[config.mk]
export PLATFORM = sky130hd
export DESIGN_NAME = conv_out_fmt
export DESIGN_NICKNAME = d
export VERILOG_FILES = /design/src/rtl/conv_out_fmt_pkg.sv /design/src/rtl/cof_chan.sv /design/src/rtl/cof_route.sv /design/src/rtl/cof_clkout.sv /design/src/rtl/conv_out_fmt.sv
export SDC_FILE = /design/constraint.sdc
export NUM_CORES = 1
export LEC_CHECK = 0
export BUFFER_PORTS_ARGS = -buffer_cell sky130_fd_sc_hd__buf_2
export CAP_MARGIN = 15
export CORE_MARGIN = 4
export CORE_UTILIZATION = 45
export DETAILED_ROUTE_END_ITERATION = 7
export HOLD_SLACK_MARGIN = 0.15
export PLACE_DENSITY = 0.92
export SYNTH_ARGS = -nofsm -noshare
export SYNTH_HDL_FRONTEND = slang
export SYNTH_SLANG_ARGS = --single-unit
[constraint.sdc]
create_clock -name clk_i -period 1.6 [get_ports clk_i]
set_clock_uncertainty 0.05 [all_clocks]
set_input_delay 0.08 -clock clk_i [delete_from_list [all_inputs] [get_ports clk_i]]
set_output_delay 0.08 -clock clk_i [all_outputs]
set_load 0.05 [all_outputs]
[src/rtl/conv_out_fmt_pkg.sv]
package conv_out_fmt_pkg;
  typedef enum logic {FMT_OFFSET = 1'b0, FMT_TWOS = 1'b1} fmt_e;

  typedef struct packed {
    fmt_e fmt;
    logic stab;
  } mode_cfg_t;

  function automatic mode_cfg_t decode_mode(input logic [1:0] code);
    mode_cfg_t c;
    c.fmt  = code[1] ? FMT_TWOS : FMT_OFFSET;
    c.stab = code[1] ^ code[0];
    return c;
  endfunction
endpackage

[src/rtl/cof_chan.sv]
module cof_chan #(
  parameter int W = 10
) (
  input  logic [W-1:0] data_i,
  input  logic         ovr_i,
  input  logic         und_i,
  input  conv_out_fmt_pkg::fmt_e fmt_i,
  output logic [W-1:0] word_o,
  output logic         flag_o
);
  import conv_out_fmt_pkg::*;
  localparam int MSB = W - 1;

  always_comb begin
    word_o = data_i;
    if (fmt_i == FMT_TWOS) word_o[MSB] = ~data_i[MSB];
    flag_o = ovr_i | und_i;
  end
endmodule

[src/rtl/cof_route.sv]
module cof_route #(
  parameter int W = 10,
  parameter int NCH = 2
) (
  input  logic                     clk_i,
  input  logic                     rst_ni,
  input  logic [NCH-1:0][W-1:0]    word_i,
  input  logic [NCH-1:0]           flag_i,
  input  logic                     swap_i,
  input  logic [NCH-1:0]           oe_ni,
  input  logic [NCH-1:0]           pd_i,
  output logic [NCH-1:0][W-1:0]    bus_o,
  output logic [NCH-1:0]           bus_en_o,
  output logic                     ovf_o,
  output logic                     ovf_en_o
);
  logic [NCH-1:0] live;
  logic           chk_q;

  // swap high: straight routing; swap low: crossed
  for (genvar g = 0; g < NCH; g++) begin : g_bus
    localparam int XSRC = NCH - 1 - g;
    logic [W-1:0] sel;
    assign live[g] = ~oe_ni[g] & ~pd_i[g];
    assign sel     = swap_i ? word_i[g] : word_i[XSRC];

    always_ff @(posedge clk_i or negedge rst_ni) begin
      if (!rst_ni) begin
        bus_o[g]    <= '0;
        bus_en_o[g] <= 1'b0;
      end else begin
        bus_o[g]    <= live[g] ? sel : '0;
        bus_en_o[g] <= live[g];
      end
    end

    AST_BUS_ZERO: assert property (@(posedge clk_i) disable iff (!rst_ni)
      !bus_en_o[g] |-> (bus_o[g] == '0));
    AST_BUS_EN: assert property (@(posedge clk_i) disable iff (!rst_ni || !chk_q)
      bus_en_o[g] == $past(!oe_ni[g] && !pd_i[g]));
  end

  // overflow side follows channel A power and enable
  always_ff @(posedge clk_i or negedge rst_ni) begin
    if (!rst_ni) begin
      ovf_o    <= 1'b0;
      ovf_en_o <= 1'b0;
      chk_q    <= 1'b0;
    end else begin
      ovf_o    <= live[0] & (|flag_i);
      ovf_en_o <= live[0];
      chk_q    <= 1'b1;
    end
  end

  AST_OVF_GATED: assert property (@(posedge clk_i) disable iff (!rst_ni || !chk_q)
    $past(pd_i[0] || oe_ni[0]) |-> (!ovf_o && !ovf_en_o));
  AST_OVF_MERGE: assert property (@(posedge clk_i) disable iff (!rst_ni || !chk_q)
    $past(!pd_i[0] && !oe_ni[0]) |-> (ovf_o == $past(|flag_i)));
endmodule

[src/rtl/cof_clkout.sv]
module cof_clkout (
  input  logic clk_i,
  input  logic rst_ni,
  input  logic sclk_i,
  input  logic pd_i,
  output logic clk_out_o,
  output logic clk_out_en_o
);
  logic chk_q;

  always_ff @(posedge clk_i or negedge rst_ni) begin
    if (!rst_ni) begin
      clk_out_o    <= 1'b0;
      clk_out_en_o <= 1'b0;
      chk_q        <= 1'b0;
    end else begin
      clk_out_o    <= sclk_i & ~pd_i;
      clk_out_en_o <= ~pd_i;
      chk_q        <= 1'b1;
    end
  end

  AST_CLK_DELAY: assert property (@(posedge clk_i) disable iff (!rst_ni || !chk_q)
    $past(!pd_i) |-> (clk_out_o == $past(sclk_i)));
  AST_CLK_GATED: assert property (@(posedge clk_i) disable iff (!rst_ni || !chk_q)
    $past(pd_i) |-> (!clk_out_o && !clk_out_en_o));
endmodule

[src/rtl/conv_out_fmt.sv]
module conv_out_fmt #(
  parameter int W = 10
) (
  input  logic         clk_i,
  input  logic         rst_ni,
  input  logic [1:0]   mode_i,
  input  logic         swap_i,
  input  logic [W-1:0] a_data_i,
  input  logic         a_ovr_i,
  input  logic         a_und_i,
  input  logic [W-1:0] b_data_i,
  input  logic         b_ovr_i,
  input  logic         b_und_i,
  input  logic         oe_a_ni,
  input  logic         oe_b_ni,
  input  logic         pd_a_i,
  input  logic         pd_b_i,
  input  logic         sclk_b_i,
  output logic [W-1:0] bus_a_o,
  output logic         bus_a_en_o,
  output logic [W-1:0] bus_b_o,
  output logic         bus_b_en_o,
  output logic         ovf_o,
  output logic         ovf_en_o,
  output logic         clk_out_o,
  output logic         clk_out_en_o,
  output logic         stab_o
);
  import conv_out_fmt_pkg::*;
  localparam int NCH = 2;
  localparam int MSB = W - 1;

  mode_cfg_t                cfg;
  logic [NCH-1:0][W-1:0]    raw, word, bus;
  logic [NCH-1:0]           ovr, und, flag, bus_en;
  logic                     chk_q;

  assign cfg    = decode_mode(mode_i);
  assign raw[0] = a_data_i;
  assign raw[1] = b_data_i;
  assign ovr    = {b_ovr_i, a_ovr_i};
  assign und    = {b_und_i, a_und_i};

  for (genvar c = 0; c < NCH; c++) begin : g_chan
    cof_chan #(.W(W)) u_chan (
      .data_i (raw[c]),
      .ovr_i  (ovr[c]),
      .und_i  (und[c]),
      .fmt_i  (cfg.fmt),
      .word_o (word[c]),
      .flag_o (flag[c])
    );
  end

  cof_route #(.W(W), .NCH(NCH)) u_route (
    .clk_i    (clk_i),
    .rst_ni   (rst_ni),
    .word_i   (word),
    .flag_i   (flag),
    .swap_i   (swap_i),
    .oe_ni    ({oe_b_ni, oe_a_ni}),
    .pd_i     ({pd_b_i, pd_a_i}),
    .bus_o    (bus),
    .bus_en_o (bus_en),
    .ovf_o    (ovf_o),
    .ovf_en_o (ovf_en_o)
  );

  cof_clkout u_clkout (
    .clk_i        (clk_i),
    .rst_ni       (rst_ni),
    .sclk_i       (sclk_b_i),
    .pd_i         (pd_b_i),
    .clk_out_o    (clk_out_o),
    .clk_out_en_o (clk_out_en_o)
  );

  assign bus_a_o    = bus[0];
  assign bus_b_o    = bus[1];
  assign bus_a_en_o = bus_en[0];
  assign bus_b_en_o = bus_en[1];

  always_ff @(posedge clk_i or negedge rst_ni) begin
    if (!rst_ni) begin
      stab_o <= 1'b0;
      chk_q  <= 1'b0;
    end else begin
      stab_o <= cfg.stab;
      chk_q  <= 1'b1;
    end
  end

  AST_STAB_CODE: assert property (@(posedge clk_i) disable iff (!rst_ni || !chk_q)
    stab_o == $past(mode_i == 2'd1 || mode_i == 2'd2));
  AST_SWAP_STRAIGHT: assert property (@(posedge clk_i) disable iff (!rst_ni || !chk_q)
    (bus_a_en_o && $past(swap_i)) |->
      (bus_a_o[MSB-1:0] == $past(a_data_i[MSB-1:0])));
  AST_TWOS_MSB: assert property (@(posedge clk_i) disable iff (!rst_ni || !chk_q)
    (bus_a_en_o && $past(swap_i && mode_i[1])) |->
      (bus_a_o[MSB] == !$past(a_data_i[MSB])));
  AST_RESET_QUIET: assert property (@(posedge clk_i)
    !rst_ni |-> (!bus_a_en_o && !bus_b_en_o && !ovf_o && !clk_out_o && !stab_o));
endmodule

==> flow_summary_export.csv, run 1 <==
group,metric,value,unit
floorplan,floorplan.core_area,2210,µm²
timing,report.final.hold_viol_count,0,
yosys,synth_top_area_cell,"sky130_fd_sc_hd__dfrtp_1",
finish,final_cells,213,
timing,final_report_setup_violation_count,0,
finish,fillCellCount,121,
yosys,ys.warnings.count,0,
critical_path,setup.worst_path.end_class,"register",
yosys,post-synth-top-area-fraction,61.8,%
timing,post-route-worst-setup-slack,0.129,ns
timing,period_share,92.0,%
hold_path,worstHoldPathType,"in -> reg",
place,place.gp.congestion,0.823,
yosys,yosys.cell_count.top_type,"sky130_fd_sc_hd__dfrtp_1",
route,post_drt_via_cell_ratio,5.02,
route,firstDrtPassIters,4,
hold_path,hold_path_startpoint,"swap_i",
finish,areaGrowthSynthToFinish,71.1,%
floorplan,top_level_ports,61,
route,wire_per_inst,17.7,µm
global_routing,grt_antenna_before_repair,0,
power_and_ir_drop,irDropWorstVdd,0.642,mV
yosys,synth.lib_cells_used.distinct,15,
route,dr_total_vias,1069,
route,drt.antenna.violating_nets,0,
finish,layout-drive-gt1-share,36.2,%
yosys,synth-edff-count,0,
yosys,ys_seq_area_share,61.8,%
clock_network,numCtsBuffers,3,
finish,final_area,1800,µm²
timing,final_period_minus_worst_setup_slack,1.47,ns
clock_network,post-cts-setup-buffers,0,
route,detailedRoute.firstIterationViolations,27,
outcome,status,"finished, final reports clean",
global_routing,vias_in_the_first_global_route,1189,
place,dpl-instance-area,1360,µm²
route,route.final.wire_length,3770,µm
yosys,synthesized_instance_count,84,
place,pre_cts_slack,0.547,ns
timing,finalMaxSlewViolations,0,
place,i_o_buffers,60,
yosys,netlist_top_cells_area,"sky130_fd_sc_hd__dfrtp_1 (62%), sky130_fd_sc_hd__mux2i_1 (19%), sky130_fd_sc_hd__nor2_1 (6.8%)",
floorplan,die_width,56.4,µm
finish,design.final.nets,221,
yosys,ys_dominant_reg_cell,"sky130_fd_sc_hd__dfrtp_1",
critical_path,worstPathMaxFanout,5,
global_routing,globalRoute.totalOverflow,0,
critical_path,worstPathArrival,1.62,ns
timing,hold_ws,0.191,ns
timing,slew_headroom,62.4,%
clock_network,clock-root-buffer,"sky130_fd_sc_hd__clkbuf_4",
floorplan,die-height,56.4,µm
place,placed_cells,168,
timing,rsz0062_at_grt,"false",
yosys,synth_common_cells,"sky130_fd_sc_hd__dfrtp_1 (26), sky130_fd_sc_hd__mux2i_1 (20), sky130_fd_sc_hd__nor2_1 (19)",
floorplan,rows,17,
yosys,ys_seq_elements,26,
clock_network,worst_setup_hold_path_clk_slew,0.13,ns
critical_path,crit_required,1.75,ns
run,max_cap_viol_count,0,
timing,worstMarginPinSlew,0.564,ns
yosys,netlist_area,1050,µm²
finish,antenna_diode_count,0,
floorplan,die-area,3180,µm²
clock_network,cts_resized,0,
clock_network,clock_tree.buffer_depth,2,
yosys,syn_avg_cell_area,12.5,µm²
power_and_ir_drop,power.density_cell_area,762,nW/µm²
place,dp.final_hpwl,1760,µm
timing,timing.fmax,0.680,GHz
floorplan,floorplan.initialDensity,47.6,%
timing,setup-tns-final,0,ns
route,drt_drc_violations_left,0,
yosys,postSynthNetCount,118,
critical_path,worst_setup_path_start_kind,"primary input",
global_routing,largest_net_degree_at_the_start_of_global_routing,27,
clock_network,tritoncts_num_sinks,26,
critical_path,worstSetupStartpoint,"mode_i[1]",
global_routing,global_route_wire_length_before_repair,6070,µm
global_routing,grt.total_usage,25.6,%
power_and_ir_drop,static-leakage-power,1.01,nW
clock_network,clock_tree.htree_level_count,1,
critical_path,timing.setup.critical_path_class,"in -> reg",
clock_network,cts_tree,"yes",
yosys,postSynth.asyncResetShare,100,%
-- worst paths after layout --
| kind | endpoint | slack [ns] | cells past startpoint |
|---|---|---|---|
| max | u_route.bus_o[9] | 0.13 | 5 |
| min | u_route.bus_o[1] | 0.19 | 3 |
| max in group asynchronous | u_route.bus_o[19] | 0.88 | 2 |
| min in group asynchronous | u_route.bus_o[8] | 0.25 | 2 |
-- logic make-up after synthesis --
family,share of synthesized area [%]
mux,21.2
xor+xnor,0.832
buf+inv,4.64
simple gates,11.5
flops,61.8
-- routing by layer --
| layer | GRT usage (%) | part of all wire, % | vias to the layer above |
|---|---|---|---|
| met1 | 28.2 | 36 | 534 |
| met4 | 10.5 | 2.0 | 0 |
| met5 | 0 | 0 | - |
| met2 | 45.6 | 54 | 52 |
| met3 | 7.59 | 7.4 | 6 |
| li1 | - | - | 477 |
-- report_power, final --
part           switching, mW  internal, mW  total [mW]
combinational          0.242         0.166       0.408
clock                  0.177        0.0878       0.265
sequential            0.0116         0.688       0.700
total                  0.430         0.942        1.37
-- critical path, stage by stage --
cell,delay [ns]
sky130_fd_sc_hd__dlygate4sd3_1,0.52
sky130_fd_sc_hd__buf_2,0.15
sky130_fd_sc_hd__nor3_1,0.06
sky130_fd_sc_hd__dlygate4sd3_1,0.55
sky130_fd_sc_hd__mux2_2,0.27
-- per-stage QoR --
| step | power (mW) | util [%] |
|---|---|---|
| 6_report | 1.37 | 81.4 |
| 5_1_grt | 1.44 | 81.4 |
| 4_1_cts | 1.35 | 81.4 |
| 3_5_place_dp | 1.01 | 61.4 |
| 3_3_place_gp | 1.00 | 61.4 |
| 2_1_floorplan | 0.907 | - |
-- cells in the final DEF, fill, tap and decap left out --
cell type                       instances
sky130_fd_sc_hd__buf_2                 60
sky130_fd_sc_hd__buf_4                  1
sky130_fd_sc_hd__clkbuf_4               3
sky130_fd_sc_hd__dfrtp_1               26
sky130_fd_sc_hd__dlygate4sd3_1         42
sky130_fd_sc_hd__inv_1                  3
sky130_fd_sc_hd__mux2_1                 1
sky130_fd_sc_hd__mux2_2                 1
sky130_fd_sc_hd__mux2i_1               20
sky130_fd_sc_hd__nor2_1                19
sky130_fd_sc_hd__nor2b_1                1
sky130_fd_sc_hd__nor3_1                 2
sky130_fd_sc_hd__nor3b_1                2
sky130_fd_sc_hd__nor4_1                 1
sky130_fd_sc_hd__or2_2                  2
sky130_fd_sc_hd__xor2_1                 1
-- final cells by class --
class | instances | area, µm² | area share, %
Multi-Input combinational cell | 50 | 353 | 19.6
Clock buffer | 3 | 22.5 | 1.25
Sequential cell | 26 | 651 | 36.1
Inverter | 3 | 11.3 | 0.625
Timing Repair Buffer | 103 | 728 | 40.4
Tap cell | 28 | 35.0 | 1.95
-- registers in the layout, summed over array words and instances (netlist names) --
signal                 count
u_route.bus_o             20
u_route.bus_en_o           2
stab_o                     1
u_clkout.clk_out_en_o      1
u_clkout.clk_out_o         1
u_route.ovf_o              1
-- what timing repair did --
item / CTS / global route
hold buffers: 42 / 0
hold endpoints to repair: 51 / 0
setup endpoints to repair: 0 / 0
(Power assumes the default switching activity.)
==> run 2, diff against run 1 <==
- BUFFER_PORTS_ARGS: -buffer_cell sky130_fd_sc_hd__buf_2 -> not set
- CORE_UTILIZATION: 45 -> 60
- DONT_BUFFER_PORTS: not set -> 1
- PLACE_DENSITY: 0.92 -> 0.86
==> run 2 against run 1 <==
The flow now stops in 4_1_cts. Area after synthesis unchanged. Synthesized cell count unchanged.
==> flow_summary_export.csv, run 2 <==
group,metric,value,unit
outcome,status,"stopped before the end",
outcome,failed_stage,"4_1_cts",
outcome,toolErrorMsg,"[ERROR DPL-0038] Utilization greater than 100%, impossible to legalize",
place,dpl-instance-area,1040,µm²
floorplan,die_width,49.9,µm
yosys,post-synth-top-area-fraction,61.8,%
clock_network,clock-root-buffer,"sky130_fd_sc_hd__clkbuf_4",
yosys,synth_top_family_by_area,"multiplexers",
clock_network,clock_tree.buffer_depth,2,
yosys,yosys.cell_count.top_type,"sky130_fd_sc_hd__dfrtp_1",
yosys,postSynth.asyncResetShare,100,%
yosys,synth_top_area_cell,"sky130_fd_sc_hd__dfrtp_1",
yosys,ys_seq_elements,26,
place,i_o_buffers,0,
yosys,postSynthNetCount,118,
yosys,synthXorXnorAreaFrac,0.832,%
floorplan,floorplan.initialDensity,66.7,%
clock_network,tritoncts_num_sinks,26,
yosys,synth_mux_area_share,21.2,%
yosys,ys_dominant_reg_cell,"sky130_fd_sc_hd__dfrtp_1",
yosys,synthesized_instance_count,84,
yosys,synth_area_in_compound_gates,0,%
yosys,ys.warnings.count,0,
yosys,netlist_area,1050,µm²
floorplan,top_level_ports,61,
clock_network,post-cts-setup-buffers,0,
yosys,synth-edff-count,0,
yosys,syn_avg_cell_area,12.5,µm²
place,place.gp.congestion,0.646,
clock_network,numCtsBuffers,3,
place,dp.final_hpwl,1430,µm
clock_network,clock_tree.htree_level_count,1,
yosys,ys_seq_area_share,61.8,%
yosys,synth.lib_cells_used.distinct,15,
yosys,synth_common_cells,"sky130_fd_sc_hd__dfrtp_1 (26), sky130_fd_sc_hd__mux2i_1 (20), sky130_fd_sc_hd__nor2_1 (19)",
yosys,synthesized_area_fraction_occupied_by_adder_cells,0,%
floorplan,rows,14,
clock_network,post_cts_hold_buffer_count,53,
yosys,synth-simple-area-share,11.5,%
floorplan,die-height,49.9,µm
clock_network,cts_resized,0,
yosys,netlist_top_cells_area,"sky130_fd_sc_hd__dfrtp_1 (62%), sky130_fd_sc_hd__mux2i_1 (19%), sky130_fd_sc_hd__nor2_1 (6.8%)",
==> run 2: cell counts after synthesis <==
No cell type changed its count.
==> run 2: cells by family after synthesis <==
| group | after synthesis |
|---|---|
| flip-flops | 26 |
| buffers and inverters | 8 |
| XOR/XNOR | 1 |
| multiplexers | 22 |
| AND/OR/NAND/NOR | 27 |
==> run 2: stage by stage <==
stage	hold WS [ns]	std cells	setup slack (ns)
floorplan	-0.266	84	0.584
global placement	-0.265	96	0.841
detailed placement	-0.265	96	0.829
==> run 3, diff against run 2 <==
- CORE_AREA: not set -> 4 4 65 67
- CORE_MARGIN: 4 -> not set
- CORE_UTILIZATION: 60 -> not set
- DIE_AREA: not set -> 0 0 69 71
- HOLD_SLACK_MARGIN: 0.15 -> not set
- PLACE_DENSITY: 0.86 -> not set
- PLACE_DENSITY_LB_ADDON: not set -> 0.15
==> run 3 against run 2 <==
The run now ends clean.
==> flow_summary_export.csv, run 3 (synthesis results as in run 1) <==
group,metric,value,unit
global_routing,globalRoute.totalOverflow,0,
timing,period_share,81.8,%
clock_network,numCtsBuffers,3,
route,wire_per_inst,15.1,µm
finish,final_area,1570,µm²
clock_network,cts_resized,0,
timing,worstMarginPinSlew,0.467,ns
finish,layout-drive-gt1-share,6.30,%
critical_path,worstPathArrival,1.41,ns
critical_path,setup.worst_path.end_class,"register",
critical_path,path_buf_inv,2,
outcome,status,"finished, final reports clean",
floorplan,floorplan.initialDensity,29.0,%
timing,final_period_minus_worst_setup_slack,1.31,ns
timing,post-route-worst-setup-slack,0.291,ns
critical_path,cp_peak_stage_delay,0.58,ns
critical_path,ordered_cell_list_for_the_critical_path,"dlygate4sd3_1 > mux2i_1 > dlygate4sd3_1 > nor2_1",
clock_network,clock_tree.htree_level_count,1,
power_and_ir_drop,static-leakage-power,0.762,nW
global_routing,grt_antenna_before_repair,0,
finish,largestRegisters,"u_route.bus_o x20, u_route.bus_en_o x2",
floorplan,floorplan.core_area,3630,µm²
route,drt_drc_violations_left,0,
route,route.final.wire_length,2640,µm
route,detailedRoute.firstIterationViolations,32,
global_routing,global_route_wire_length_before_repair,4400,µm
run,max_cap_viol_count,0,
critical_path,worst_setup_path_start_kind,"primary input",
power_and_ir_drop,irDropWorstVdd,0.319,mV
critical_path,worstPathMaxFanout,2,
route,drt.antenna.violating_nets,0,
timing,slew_headroom,68.9,%
floorplan,top_level_ports,61,
clock_network,tritoncts_num_sinks,26,
place,dp.final_hpwl,1610,µm
place,pre_cts_slack,0.810,ns
place,i_o_buffers,0,
finish,areaGrowthSynthToFinish,49.6,%
global_routing,largest_net_degree_at_the_start_of_global_routing,27,
floorplan,die-area,4900,µm²
critical_path,timing.setup.critical_path_class,"in -> reg",
global_routing,grt.total_usage,11.4,%
route,post_drt_via_cell_ratio,4.48,
route,dr_total_vias,784,
finish,largest_register,"u_route.bus_o",
place,dpl-instance-area,1080,µm²
hold_path,worstHoldPathType,"in -> reg",
finish,largest_reg_flops,20,
global_routing,vias_in_the_first_global_route,897,
clock_network,clock-root-buffer,"sky130_fd_sc_hd__clkbuf_8",
timing,final_report_setup_violation_count,0,
finish,finish.utilization,43.3,%
route,firstDrtPassIters,2,
timing,hold_ws,0.0407,ns
clock_network,cts_tree,"yes",
finish,final_common_cell,"sky130_fd_sc_hd__dlygate4sd3_1",
timing,finalMaxSlewViolations,0,
timing,rsz0062_at_grt,"false",
critical_path,critPathMostFrequentCell,"sky130_fd_sc_hd__dlygate4sd3_1",
critical_path,critPathSlowestCell,"sky130_fd_sc_hd__dlygate4sd3_1",
floorplan,die_width,69,µm
timing,setup-tns-final,0,ns
floorplan,die-height,71,µm
critical_path,family_with_the_most_delay_on_the_worst_path,"buffers and inverters",
clock_network,post-cts-setup-buffers,0,
clock_network,post_cts_hold_buffer_count,44,
power_and_ir_drop,power.density_cell_area,880,nW/µm²
timing,timing.fmax,0.764,GHz
critical_path,crit_required,1.70,ns
floorplan,rows,22,
clock_network,clock_tree.buffer_depth,2,
timing,report.final.hold_viol_count,0,
finish,design.final.nets,163,
place,place.gp.congestion,0.661,
clock_network,worst_setup_hold_path_clk_slew,0.09,ns
finish,final_cell_mix,"sky130_fd_sc_hd__dlygate4sd3_1 (43), sky130_fd_sc_hd__dfrtp_1 (26), sky130_fd_sc_hd__mux2i_1 (20)",
finish,antenna_diode_count,0,
run 3: metrics by stage:
| step | std cells | power [mW] |
|---|---|---|
| 3_5_place_dp | 128 | 0.908 |
| 3_3_place_gp | 128 | 0.906 |
| 6_report | 175 | 1.39 |
| 4_1_cts | 175 | 1.39 |
| 5_1_grt | 175 | 1.45 |
| 2_1_floorplan | 84 | 0.907 |
run 3: final timing paths:
kind                              from             endpoint  slack [ns]  depth (start not counted)
hold / removal             a_data_i[9]    u_route.bus_o[19]        0.04                          2
setup / recovery           b_data_i[5]     u_route.bus_o[5]        0.29                          4
max in group asynchronous       rst_ni    u_route.bus_o[14]        1.16                          2
min in group asynchronous       rst_ni  u_route.bus_en_o[1]        0.19                          2
run 3: cell type report:
class	instances	area [µm²]
clock buffer	3	41.3
timing repair buffer	45	458
inverter	3	11.3
multi-input combinational	50	353
tap	48	60.1
sequential	26	651
fill	364	2060
run 3: per-layer routing:
metal | wire length, µm | part of all wire, % | track usage (%)
met1 | 1010 | 38 | 11.9
met2 | 1380 | 52 | 21.3
met3 | 197 | 7.5 | 3.13
met4 | 49 | 1.9 | 5.21
met5 | 0 | 0 | 0
run 3: power by group:
part	leakage, nW	switching, mW	total [mW]	internal, mW
logic	0.397	0.0722	0.201	0.129
registers	0.344	0.127	0.813	0.687
clock network	0.0216	0.202	0.371	0.169
